==> config.mk <==
export PLATFORM = sky130hd
export DESIGN_NAME = prefetch_byte_queue
export DESIGN_NICKNAME = d
export VERILOG_FILES = /design/src/rtl/pbq_pkg.sv /design/src/rtl/pbq_store.sv /design/src/rtl/pbq_fetch.sv /design/src/rtl/prefetch_byte_queue.sv
export SDC_FILE = /design/constraint.sdc
export NUM_CORES = 1
export LEC_CHECK = 0
export BUFFER_PORTS_ARGS = -buffer_cell sky130_fd_sc_hd__buf_2
export CAP_MARGIN = 20
export CORE_AREA = 3 3 111 113
export DETAILED_ROUTE_END_ITERATION = 12
export DIE_AREA = 0 0 114 116
export PLACE_DENSITY_LB_ADDON = 0.12
export REMOVE_ABC_BUFFERS = 1
export SLEW_MARGIN = 20
export SYNTH_ARGS = -nofsm -noshare
export SYNTH_HDL_FRONTEND = slang
export SYNTH_HIERARCHICAL = 1
export SYNTH_SLANG_ARGS = --single-unit
==> constraint.sdc <==
create_clock -name clk_i -period 4.35 [get_ports clk_i]
set_clock_uncertainty 0.15 [all_clocks]
set_input_delay 0.2175 -clock clk_i [delete_from_list [all_inputs] [get_ports clk_i]]
set_output_delay 0.2175 -clock clk_i [all_outputs]
set_load 0.01 [all_outputs]
==> src/rtl/pbq_pkg.sv <==
package pbq_pkg;
  localparam int OFF_W  = 16;
  localparam int SEG_W  = 16;
  localparam int PHYS_W = 20;
  localparam int WORD_W = 16;
  typedef logic [7:0] qbyte_t;
endpackage

==> src/rtl/pbq_store.sv <==
module pbq_store #(
  parameter int DEPTH = 6
) (
  input  logic                         clk_i,
  input  logic                         rst_ni,
  input  logic                         clr_i,
  input  logic [1:0]                   push_n_i,
  input  logic [15:0]                  push_data_i,
  input  logic                         pop_i,
  output pbq_pkg::qbyte_t              head_o,
  output logic [$clog2(DEPTH+1)-1:0]   count_o
);
  localparam int IW = $clog2(DEPTH);
  localparam int CW = $clog2(DEPTH+1);

  pbq_pkg::qbyte_t slot_q [DEPTH];
  logic [IW-1:0] rd_q, rd_d, wr_q, wr_d, wr_nx;
  logic [CW-1:0] count_q, count_d;

  function automatic logic [IW-1:0] wrap_inc(input logic [IW-1:0] p);
    return (p == IW'(DEPTH-1)) ? '0 : p + 1'b1;
  endfunction

  always_comb begin
    wr_nx = wrap_inc(wr_q);
    rd_d = rd_q;
    wr_d = wr_q;
    count_d = count_q;
    if (clr_i) begin
      rd_d = '0;
      wr_d = '0;
      count_d = '0;
    end else begin
      if (pop_i) rd_d = wrap_inc(rd_q);
      if (push_n_i == 2'd1) wr_d = wr_nx;
      else if (push_n_i == 2'd2) wr_d = wrap_inc(wr_nx);
      count_d = count_q + CW'(push_n_i) - CW'(pop_i);
    end
  end

  always_ff @(posedge clk_i or negedge rst_ni) begin
    if (!rst_ni) begin
      rd_q <= '0;
      wr_q <= '0;
      count_q <= '0;
    end else begin
      rd_q <= rd_d;
      wr_q <= wr_d;
      count_q <= count_d;
    end
  end

  always_ff @(posedge clk_i) begin
    for (int i = 0; i < DEPTH; i++) begin
      if (!clr_i && push_n_i != 2'd0 && wr_q == IW'(i))
        slot_q[i] <= push_data_i[7:0];
      else if (!clr_i && push_n_i == 2'd2 && wr_nx == IW'(i))
        slot_q[i] <= push_data_i[15:8];
    end
  end

  assign head_o  = slot_q[rd_q];
  assign count_o = count_q;

  assert_no_overflow_R1: assert property (@(posedge clk_i) disable iff (!rst_ni)
    count_q <= CW'(DEPTH))
    else $error("queue count above capacity");

  assert_no_empty_pop_R5: assert property (@(posedge clk_i) disable iff (!rst_ni)
    pop_i |-> count_q != '0)
    else $error("pop from empty queue");
endmodule

==> src/rtl/pbq_fetch.sv <==
module pbq_fetch (
  input  logic        clk_i,
  input  logic        rst_ni,
  input  logic        flush_i,
  input  logic [15:0] target_i,
  input  logic [15:0] seg_i,
  input  logic        exec_req_i,
  input  logic        room_ok_i,
  input  logic        mem_ack_i,
  input  logic [15:0] mem_rdata_i,
  output logic        mem_req_o,
  output logic [19:0] mem_addr_o,
  output logic [1:0]  push_n_o,
  output logic [15:0] push_data_o
);
  import pbq_pkg::*;

  logic busy_q, busy_d, drop_q, drop_d, odd_q, odd_d;
  logic [OFF_W-1:0]  ptr_q, ptr_d;
  logic [PHYS_W-1:0] addr_q, addr_d, phys;
  logic launch, done, keep;

  assign phys   = {seg_i, 4'h0} + {4'h0, ptr_q};
  assign launch = !busy_q && !flush_i && !exec_req_i && room_ok_i;
  assign done   = busy_q && mem_ack_i;
  assign keep   = done && !drop_q && !flush_i;

  always_comb begin
    busy_d = busy_q;
    drop_d = drop_q;
    odd_d  = odd_q;
    addr_d = addr_q;
    ptr_d  = ptr_q;
    if (launch) begin
      busy_d = 1'b1;
      odd_d  = ptr_q[0];
      addr_d = {phys[PHYS_W-1:1], 1'b0};
    end else if (done) begin
      busy_d = 1'b0;
    end
    if (done) drop_d = 1'b0;
    else if (flush_i && busy_q) drop_d = 1'b1;
    if (flush_i) ptr_d = target_i;
    else if (keep) ptr_d = ptr_q + (odd_q ? 16'd1 : 16'd2);
  end

  always_ff @(posedge clk_i or negedge rst_ni) begin
    if (!rst_ni) begin
      busy_q <= 1'b0;
      drop_q <= 1'b0;
      odd_q  <= 1'b0;
      addr_q <= '0;
      ptr_q  <= '0;
    end else begin
      busy_q <= busy_d;
      drop_q <= drop_d;
      odd_q  <= odd_d;
      addr_q <= addr_d;
      ptr_q  <= ptr_d;
    end
  end

  assign mem_req_o   = busy_q;
  assign mem_addr_o  = addr_q;
  assign push_n_o    = keep ? (odd_q ? 2'd1 : 2'd2) : 2'd0;
  assign push_data_o = odd_q ? {8'h00, mem_rdata_i[15:8]} : mem_rdata_i;

  assert_req_hold_R11: assert property (@(posedge clk_i) disable iff (!rst_ni)
    mem_req_o && !mem_ack_i |=> mem_req_o && $stable(mem_addr_o))
    else $error("request dropped or address moved before ack");

  assert_req_release_R11: assert property (@(posedge clk_i) disable iff (!rst_ni)
    mem_req_o && mem_ack_i |=> !mem_req_o)
    else $error("request not released after ack");
endmodule

==> src/rtl/prefetch_byte_queue.sv <==
module prefetch_byte_queue #(
  parameter int DEPTH = 6
) (
  input  logic        clk_i,
  input  logic        rst_ni,
  input  logic [15:0] code_seg_i,
  input  logic        redirect_i,
  input  logic [15:0] redirect_addr_i,
  input  logic        exec_req_i,
  output logic        exec_gnt_o,
  output logic        mem_req_o,
  output logic [19:0] mem_addr_o,
  input  logic        mem_ack_i,
  input  logic [15:0] mem_rdata_i,
  output logic [7:0]  byte_o,
  output logic        byte_valid_o,
  input  logic        byte_ready_i
);
  localparam int CW = $clog2(DEPTH+1);

  logic [CW-1:0] count;
  logic [1:0]    push_n;
  logic [15:0]   push_data;
  logic          room_ok, pop;

  assign room_ok      = (CW'(DEPTH) - count) >= CW'(2);
  assign byte_valid_o = (count != '0) && !redirect_i;
  assign pop          = byte_valid_o && byte_ready_i;
  assign exec_gnt_o   = exec_req_i && !mem_req_o;

  pbq_fetch u_fetch (
    .clk_i, .rst_ni,
    .flush_i     (redirect_i),
    .target_i    (redirect_addr_i),
    .seg_i       (code_seg_i),
    .exec_req_i,
    .room_ok_i   (room_ok),
    .mem_ack_i,
    .mem_rdata_i,
    .mem_req_o,
    .mem_addr_o,
    .push_n_o    (push_n),
    .push_data_o (push_data)
  );

  pbq_store #(.DEPTH(DEPTH)) u_store (
    .clk_i, .rst_ni,
    .clr_i       (redirect_i),
    .push_n_i    (push_n),
    .push_data_i (push_data),
    .pop_i       (pop),
    .head_o      (byte_o),
    .count_o     (count)
  );

  assert_launch_room_R3: assert property (@(posedge clk_i) disable iff (!rst_ni)
    $rose(mem_req_o) |-> $past(count) <= CW'(DEPTH-2))
    else $error("code read launched without two free slots");

  assert_exec_wins_R4: assert property (@(posedge clk_i) disable iff (!rst_ni)
    $rose(mem_req_o) |-> !$past(exec_req_i))
    else $error("code read launched over execution request");

  assert_flush_empty_R6: assert property (@(posedge clk_i) disable iff (!rst_ni)
    redirect_i |=> !byte_valid_o)
    else $error("bytes survived a redirect");

  assert_flush_no_launch_R6: assert property (@(posedge clk_i) disable iff (!rst_ni)
    redirect_i && !mem_req_o |=> !mem_req_o)
    else $error("read launched in redirect cycle");
endmodule

==> out/summary.txt <==
XOR/XNOR Fraction of Synth Area: 4.64%
Final Hold Viols: 0
most numerous cell in the Yosys netlist: nand2_1
Seq/Total Area, Yosys: 46.2%
CTS Buffer Depth: 2
Layout Nets: 685
hold path cells: 3
min Tclk post-route: 2.98 ns
IO Pins: 85
Critical Path RT: 4.30 ns
CP Data Arrival Time: 2.93 ns
R2R Setup Slk: 1.37 ns
RR Endpoint: u_store/slot_q[3][1]
number of DRC markers in iteration 0: 265
Post-Synth Simple-Gate Area: 14.6%
Avg Synthesized Cell Area: 11.0 sq um
CP Class: reg2reg
Post-route DRC: 0
mean number of vias per cell: 5.64
Num Clock Sinks: 95
Worst Setup Start Kind: flip-flop
global route overflow: 0
worst reg2reg path startpoint: u_fetch/odd_q
PD cells: 398 nW/um^2
vias in the first global route: 4227
largest net degree at the start of global routing: 48
Post-DRT Antenna Nets: 0
setup violators final: 0
Post-synth EDFFs: 48
die width: 114 um
synth unique cells: 57
RSZ-0062 raised after global routing: false
share of cells above drive strength 1: 28.6%
top_reg_cell synth: edfxtp_1
IO Port Bufs: 83
CTS Buf Count: 9
diodes inserted: 0
Post-DP Area: 6170 sq um
CTS tree: done
All-Layer GR Usage: 21.4%
fin. max-slew vios: 0
DP HPWL: 8910 um
Synth top area share: 25.5%
Hold Path Origin: code_seg_i[12]
yosys warns: 6
Post-Synth Adder-Cell Area: 5.70%
synth cell count leaders: 58 x nand2_1, 57 x mux2_2, 48 x edfxtp_1, 47 x dfrtp_1, 32 x o21ai_0
Synth Cell Area: 5660 sq um
Synth area leaders: edfxtp_1 25%, dfrtp_1 21%, mux2_2 11%
largest area contributor in the netlist: edfxtp_1
hold buffers post-CTS: 18
post-synthesis compound-gate area fraction: 10.5%
CP Capture Type: flip-flop
part of the cycle the worst path needs: 68.5%
Clock Tree Root: clkbuf_16
P&R area growth vs syn: 18.0%
post-route cell area: 6680 sq um
DIE HEIGHT: 116 um
H-tree depth: 3
Routed WL per cell: 17.5 um
Core Rows: 39
fmax: 335 MHz
Initial Util: 49.6%
VDD IR max: 225 uV
Hold Path End: u_fetch/mem_addr_o[16]
Die ar.: 13200 sq um
Post-CTS Setup Bufs: 0
Vias: 4259
FF+latch count, synth: 95
Critical Path Fanout Max: 19
Worst Tran Pin Value: 0.819 ns
routability cong.: 0.810
Synth Instances: 513
reg2reg path depth: 6
clk_lat worst skew: 0.34 ns
ys async rst share: 49.5%
Leak: 0.00271 uW
first-pass GRT wire length: 21900 um
drt first pass iters: 5
MaxCap Viol Count: 0
drt total wl: 13200 um
mux share of post-synthesis cell area: 14.9%
Core ar.: 11400 sq um
final setup TNS: 0 ns
largest family of logic cells by synthesized area: multiplexers
outcome: completed
relative slew slack: 45.4%
initial antenna violation count: 0
post-CTS sizing: 0
Hold Crit Class: in2reg
clock edge transition at the registers on the reported setup and hold paths: 0.07 ns
## sequential cells by signal (all words and copies together), names as in the netlist
signal / flops
u_fetch/mem_req_o: 1
u_store/count_o: 3
u_store/rd_q: 3
u_fetch/odd_q: 1
u_fetch/drop_q: 1
u_store/wr_q: 3
u_fetch/ptr_q: 16
u_fetch/mem_addr_o: 19
u_store/slot_q: 48
## per-stage QoR
| step | utilization [%] | cells | power, uW | hold WS (ns) | worst slack (ns) |
|---|---|---|---|---|---|
| 3_3_place_gp | 54.1 | 721 | 1780 | 0.274 | 1.47 |
| 2_1_floorplan | - | 487 | 1570 | -0.228 | 0.843 |
| 4_1_cts | 58.5 | 755 | 2680 | 0.00490 | 1.39 |
| 3_5_place_dp | 54.1 | 721 | 1800 | 0.278 | 1.42 |
| 5_1_grt | 58.5 | 755 | 2820 | 0.0278 | 1.13 |
| 6_report | 58.5 | 755 | 2660 | 0.0202 | 1.37 |
## worst max-delay path, cell delays in order (launching register included)
cell     delay, ns
dfrtp_1       0.68
inv_1         0.29
nor3_1        0.09
buf_4         0.20
nor3b_2       0.33
and4b_1       0.59
mux2_2        0.40
## routing by layer
layer / vias up / wire length (um) / track usage (%)
met4: 0 / 255 / 9.03
met1: 2074 / 6430 / 31.0
met3: 20 / 525 / 3.24
met5: - / 0 / 0
li1: 2069 / - / -
met2: 96 / 5960 / 32.1
## worst max path at each step
stage                       start                    to
floorplan           u_fetch/odd_q  u_store/slot_q[2][0]
global placement    u_fetch/odd_q  u_store/slot_q[4][7]
detailed placement  u_fetch/odd_q  u_store/slot_q[4][7]
CTS                 u_fetch/odd_q  u_store/slot_q[4][2]
global route        u_fetch/odd_q     u_fetch/ptr_q[15]
finish              u_fetch/odd_q  u_store/slot_q[3][1]
## cells by family (layout without fill, tap and decap cells)
group / count (synthesis) / after routing
compound gates: 91 / 91
xor+xnor: 30 / 30
fa+ha+maj: 24 / 24
buf+inv: 39 / 138
flops: 95 / 95
mux: 77 / 77
other cells: 1 / 1
simple gates: 156 / 156
## final cells by class
cell class                 instances  area (sq um)
clock buffer                      10           229
clock inverter                     6          93.8
fill                             985          4740
inverter                          13          48.8
multi-input combinational        379          2850
sequential                        95          2620
tap                              143           179
timing repair buffer             109           658
## cells in the final DEF, fill, tap and decap left out, types with 5 or more instances in the layout
cell type and count:
nand3_1 11, o21ai_0 32, edfxtp_1 48, a211oi_1 11, buf_2 82, xor2_1 18
nor2_1 21, dlygate4sd3_1 18, mux2i_1 20, clkbuf_16 9, nor2b_1 22, o211ai_1 5
nand2_1 58, a221oi_1 11, a21oi_1 14, ha_1 21, mux2_2 57, buf_4 9
xnor2_1 12, dfrtp_1 47, and3_1 6, inv_1 13, nor3_1 8
## power by group
part | switching [uW] | internal (uW)
combinational | 345 | 314
sequential | 90.7 | 1050
clock | 347 | 508
total | 782 | 1870
(Power assumes the default switching activity.)
